## src/rtl/pkt_rx.sv

```systemverilog
module pkt_rx #(
  parameter int          NPAY    = 6,
  parameter logic [7:0]  SOF     = 8'hEA,
  parameter logic [7:0]  EOF     = 8'hAE,
  parameter int          TMO_CYC = 2000
) (
  input  logic              clk,
  input  logic              rst_n,
  input  logic              in_vld,
  input  logic [7:0]        in_byte,
  output logic [NPAY*8-1:0] pay_out,
  output logic              frame_ok,
  output logic              frame_err
);
  localparam int IW      = $clog2(NPAY + 4);
  localparam int GW      = $clog2(TMO_CYC + 1);
  localparam int IDX_HI  = NPAY + 1;
  localparam int IDX_LO  = NPAY + 2;

  logic [IW-1:0]     idx;
  logic [15:0]       sum;
  logic [7:0]        hi;
  logic              match;
  logic [GW-1:0]     gap;
  logic [NPAY*8-1:0] shadow;

  wire hunting = (idx == '0);

  always_ff @(posedge clk) begin
    if (!rst_n) begin
      idx       <= '0;
      sum       <= '0;
      hi        <= '0;
      match     <= 1'b0;
      gap       <= '0;
      shadow    <= '0;
      pay_out   <= '0;
      frame_ok  <= 1'b0;
      frame_err <= 1'b0;
    end else begin
      frame_ok  <= 1'b0;
      frame_err <= 1'b0;
      if (in_vld) begin
        gap <= '0;
        if (hunting) begin
          if (in_byte == SOF) begin
            idx <= IW'(1);
            sum <= '0;
          end
        end else if (idx <= IW'(NPAY)) begin
          for (int k = 0; k < NPAY; k++)
            if (idx == IW'(k + 1)) shadow[k*8 +: 8] <= in_byte;
          sum <= sum + {8'd0, in_byte};
          idx <= idx + IW'(1);
        end else if (idx == IW'(IDX_HI)) begin
          hi  <= in_byte;
          idx <= idx + IW'(1);
        end else if (idx == IW'(IDX_LO)) begin
          match <= ({hi, in_byte} == sum);
          idx   <= idx + IW'(1);
        end else begin
          idx <= '0;
          if (match && in_byte == EOF) begin
            pay_out  <= shadow;
            frame_ok <= 1'b1;
          end else begin
            frame_err <= 1'b1;
          end
        end
      end else if (!hunting) begin
        if (gap == GW'(TMO_CYC - 1)) begin
          idx <= '0;
          gap <= '0;
        end else begin
          gap <= gap + GW'(1);
        end
      end
    end
  end


  excl_pulse_chk: assert property (@(posedge clk) disable iff (!rst_n)
    !(frame_ok && frame_err));


  ok_cause_chk: assert property (@(posedge clk) disable iff (!rst_n)
    frame_ok |-> ($past(in_vld) && $past(in_byte) == EOF));


  ok_single_chk: assert property (@(posedge clk) disable iff (!rst_n)
    frame_ok |=> !frame_ok);


  err_cause_chk: assert property (@(posedge clk) disable iff (!rst_n)
    frame_err |-> $past(in_vld));


  pay_hold_chk: assert property (@(posedge clk) disable iff (!rst_n)
    !frame_ok |-> $stable(pay_out));
endmodule

```

## config.mk

```make
export PLATFORM = sky130hd
export DESIGN_NAME = pkt_rx
export DESIGN_NICKNAME = d
export VERILOG_FILES = /design/src/rtl/pkt_rx.sv
export SDC_FILE = /design/constraint.sdc
export NUM_CORES = 1
export LEC_CHECK = 0
export ABC_CLOCK_PERIOD_IN_PS = 5900
export CAP_MARGIN = 15
export CORE_MARGIN = 4
export CORE_UTILIZATION = 40
export CTS_CLUSTER_SIZE = 30
export DETAILED_ROUTE_END_ITERATION = 8
export SLEW_MARGIN = 0
export SYNTH_ARGS = -nofsm -noshare
export SYNTH_HDL_FRONTEND = slang
export SYNTH_SLANG_ARGS = --single-unit
```

## constraint.sdc

```tcl
create_clock -name clk -period 5.9 [get_ports clk]
set_input_delay 0.885 -clock clk [delete_from_list [all_inputs] [get_ports clk]]
set_output_delay 0.885 -clock clk [all_outputs]
set_load 0.005 [all_outputs]
```

[Yosys cells after proc, flatten, opt, wreduce, memory -nomap -nowiden]
Cells that the tools add are included.
Storage, ports and cells
  bits in registers: 138
  input bits: 11
  output and inout port bits: 50
  word-level logic and storage cells: 69
Cells by class
  add/subtract/negate cells: 3
  $lt $le $gt $ge: 1
  equality and inequality tests: 14
  mux-type cells: 14
  bitwise gates (word level): 6
  reductions and logical operators: 17
Operators with widths (number)
  2-to-1 mux 16 bit: 3
  2-to-1 mux 4 bit: 8
  AND reduction 4 bit: 7
  adder 16 x 8 -> 16 bit: 1
  equality test 16 bit: 1
  equality test 4 x 3 -> 1 bit (second input constant): 4
  equality test 8 bit (second input constant): 2
  adder 11 x 1 -> 11 bit (second input constant): 1
  equality test 11 bit (second input constant): 1
  2-to-1 mux 11 bit: 1
  equality test 4 x 2 -> 1 bit (second input constant): 2
  inverter 1 bit: 6
  AND reduction 3 bit: 2
  AND reduction 6 bit: 1
  OR reduction 6 bit: 1
  AND reduction 5 bit: 1
  adder 4 x 1 -> 4 bit (second input constant): 1
  equality test 4 x 1 -> 1 bit (second input constant): 1
  equality test 4 bit (second input constant): 1
  <= comparator 4 x 3 -> 1 bit (second input constant): 1
  zero test 4 bit: 1
  nonzero test 2 bit: 2
  2-to-1 mux 1 bit: 2
  inequality test 2 x 1 -> 1 bit (second input constant): 1
  other kinds (3): 3

[Depth between registers and ports, before layout]
  depth after elaboration: 6
  mapped depth: 11
  gate-level depth less buffers: 7

[Least setup slack after synthesis]
No wires, ideal clock.
  path type: in2reg
  start: in in_byte[0]
  end: reg sum[10]
  library setup time: 0.151 ns
  data arrival time: 2.456 ns
  data required time: 5.749 ns
  setup slack: 3.294 ns
  stages: 7
  path buffers: 0
  cell sequence: ha_1 -> fa_1 -> a21o_1 -> a221oi_1 -> o2bb2ai_1 -> or4_1 -> a21oi_1
On the way
  word-level cells in the longest chain between the ends: 3
  elaborated cells between the ends (all ways): 6
  classes of those cells: add/sub: 1; eq/ne: 2; mux: 2; reduce/logical: 1
Ends and longest elaborated chain
  start, declared: RTL line 10  | input logic [7:0] in_byte,
  adder 16 x 8 -> 16 bit / equality test 8 bit (equally long branches): RTL line 53, 46
  2-to-1 mux 16 bit / inequality test 2 x 1 -> 1 bit (equally long branches)
  2-to-1 mux 16 bit / AND reduction 3 bit (equally long branches)
  end signal, assigned: RTL line 53  | sum <= sum + {8'd0, in_byte};
  end, declared: RTL line 21  | logic [15:0] sum;
Several ways; a longest one is shown, not always the timed one. The select of a mux whose other input is x is not followed.
A chain may end at the register's enable or synchronous reset.

[Final worst setup path]
  start: in in_byte[1]
  end: reg sum[10]
The elaborated chain is that of the path after synthesis.

==> qor.yml <==
antenna_found_initial: 0
drv_cap: 0
dr.pass1.iters: 4
hold_viol: 0
cts.clk_slew.worst_paths_ps: 60
cellPowerDensity_nw_per_um2: 286.1
min_period_over_period: 0.5439
arrival_ps: 3550
finClkSkew_ps: 15.15
vdd_ir_drop_max_v: 0.0001697
initial_core_util: 0.4127
synthArstFlopShare: 0
r2r_start: "idx[1]$_SDFFE_PN0P_"
drc: 0
drt-initial-drc-count: 330
cts.sinks: 138
core-area_sq_um: 13990
slew_headroom: 0.3196
cp.required_ps: 6240
synth_cell_type_count: 59
cts_buffer_depth: 2
grt_max_degree: 71
rsz0062_at_grt: "false"
p_leak_nw: 2.568
synth_top_area_share: 0.4785
hold_end: "pay_out[26]$_SDFFE_PN0P_"
final_cells: 911
end_kind: "flop"
fillers: 1349
io_pins: 61
ys_top_cells_by_area: "dfxtp_1 (48%), nand2_1 (9.9%), a21oi_1 (7.2%)"
status: "completed"
dieArea_sq_um: 16420
antenna_cells: 0
startpoint: "in_byte[1]"
grt_first_pass_wirelength_mm: 22.49
cts_setup_buffers: 0
clk-insertion-delay-late_ps: 420
tightestPinTransition_ps: 1012
final_nets: 743
antenna_left: 0
hp-class: "reg -> reg"
numCtsBuffers: 17
final_util: 0.5027
synth_top_cell_by_area: "dfxtp_1"
netlist_area_sq_um: 5773
startpoint_type: "input pin"
finalCriticalPeriod_ps: 3209
cts-hold-fix-buffers: 0
overflow: 0
std_cell_rows: 43
hp-start: "shadow[26]$_SDFFE_PN0P_"
syn_nets: 702
dp_slack_ps: 2231
dpl.hpwl_mm: 9.140
synth_edf_count: 0
clock.fmax_ghz: 0.3116
p_total_mw: 2.012
vias: 4793
synth-seq-cells: 138
setup_viol: 0
dieHeight_um: 128.1
drv_slew: 0
setup_slack_ps: 2691
gp_congestion: 0.9290
synth.avg_cell_area_sq_um: 8.527
grtUsageTotal: 0.1703
worst-setup-path-type: "in -> reg"
viasPerCell: 5.261
port-buffer-count: 60
drt_wl_total_mm: 13.47
syn_inst: 677
regToRegEndpoint: "sum[8]$_SDFFE_PN0P_"
worstRegToRegCells: 7
syn2layout_area_growth_pct: 21.80
post_drt_wl_per_cell_um: 14.79
synth-main-ff-cell: "dfxtp_1"
drive_above_1_share: 0.06566
htreeDepth: 4
regToRegSetupSlack_ps: 3210
cts_tree: "built"
min_path_cells: 2
dp_cells: 878
cts-root-buf: "clkbuf_16"
cts_resized: 0
die_width_um: 128.1
fin_tns_setup_ps: 0
yosysWarnings: 0
yosysSeqAreaShare: 0.4785
cp_max_fo: 12
grt_pass1_vias: 4661
## how the worst max path moves through the flow
| stage | endpoint | cells after the start | slack, ps |
|---|---|---|---|
| final | sum[10]$_SDFFE_PN0P_ | 6 | 2690 |
| after global routing | sum[10]$_SDFFE_PN0P_ | 6 | 2490 |
| after CTS | sum[10]$_SDFFE_PN0P_ | 6 | 2670 |
| after detailed placement | sum[10]$_SDFFE_PN0P_ | 6 | 2230 |
| after global placement | pay_out[5]$_SDFFE_PN0P_ | 6 | 2260 |
| after floorplan | sum[10]$_SDFFE_PN0P_ | 7 | 3290 |
## cell families (layout without fill, tap and decap cells)
| group | after synthesis | in the layout | share of synthesized area |
|---|---|---|---|
| AO/OA/AOI/OAI | 121 | 121 | 0.1207 |
| XOR/XNOR | 23 | 23 | 0.03489 |
| adder cells (fa/ha/maj) | 14 | 14 | 0.03164 |
| buffers and inverters | 48 | 102 | 0.03858 |
| flip-flops | 138 | 138 | 0.4785 |
| multiplexers | 35 | 35 | 0.06090 |
| AND/OR/NAND/NOR | 298 | 298 | 0.2347 |
## routing by layer
| metal | wire, um | share of wire | GRT usage |
|---|---|---|---|
| met1 | 6307 | 0.47 | 0.2183 |
| met2 | 6301 | 0.47 | 0.2757 |
| met3 | 689 | 0.051 | 0.04542 |
| met4 | 175 | 0.013 | 0.06242 |
| met5 | 0 | 0 | 0 |
## synth_stat cells (2+ instances only)
library cell / n
a21oi_1: 83
ha_1: 13
mux2i_1: 34
and3_1: 2
o21ai_0: 7
xor2_1: 8
nand4_1: 9
clkbuf_1: 22
nand2b_1: 3
o31ai_1: 2
inv_1: 4
nand2_1: 153
buf_2: 13
nand4bb_1: 2
nor4_1: 6
dfxtp_1: 138
o2bb2ai_1: 2
o211ai_1: 2
nor3_1: 2
nor3b_1: 2
nand3_1: 30
or3_1: 4
buf_1: 4
nor2b_1: 2
a31oi_1: 3
nand3b_1: 2
a31o_2: 2
nor2_1: 65
a21o_1: 2
a32oi_1: 2
buf_6: 3
a22oi_1: 6
and2_1: 4
or3b_2: 2
xnor2_1: 15
## registers in the layout, summed over array words and instances, names as in the netlist
signal and count:
pay_out 48, shadow 48, sum 16, gap 11, hi 8, idx 4
frame_err 1, frame_ok 1, match 1
## layout make-up
type / count / area [sq um] / area share
inverter: 5 / 18.77 / 0.002669
clock inverter: 11 / 110.1 / 0.01566
clock buffer: 21 / 470.5 / 0.06690
timing repair buffer: 65 / 650.6 / 0.09253
sequential: 138 / 2763 / 0.3929
multi-input combinational: 491 / 2794 / 0.3973
tap: 180 / 225.2 / 0.03203
## critical path: stages
cell and delay, ps:
clkdlybuf4s50_1 910, nand4b_4 190, o21ai_1 440, nand3_1 440, or4_1 530, a21oi_1 140
## placed cells by master (no fill, tap or decap), types with 6 or more instances in the layout
| master | synthesis | layout |
|---|---|---|
| nand2_1 | 153 | 153 |
| dfxtp_1 | 138 | 138 |
| a21oi_1 | 83 | 83 |
| nor2_1 | 65 | 65 |
| clkdlybuf4s50_1 | 0 | 60 |
| mux2i_1 | 34 | 34 |
| nand3_1 | 30 | 30 |
| clkbuf_16 | 0 | 17 |
| xnor2_1 | 15 | 15 |
| ha_1 | 13 | 13 |
| nand4_1 | 9 | 9 |
| xor2_1 | 8 | 8 |
| o21ai_0 | 7 | 7 |
| nor4_1 | 6 | 6 |
| a22oi_1 | 6 | 6 |
| clkinvlp_4 | 0 | 6 |
## through the flow
stage	instance area, sq um	hold WS, ps
floorplan	5773	431.2
global placement	6431	442.7
detailed placement	6431	446.6
CTS	7012	454.4
global route	7032	467.7
finish	7032	449.2
## power by group
| group | switching [mW] | internal (mW) |
|---|---|---|
| logic | 0.0389 | 0.0152 |
| registers | 0.000137 | 0.932 |
| clock network | 0.408 | 0.618 |
No activity file was read; power rests on OpenSTA's default activity.
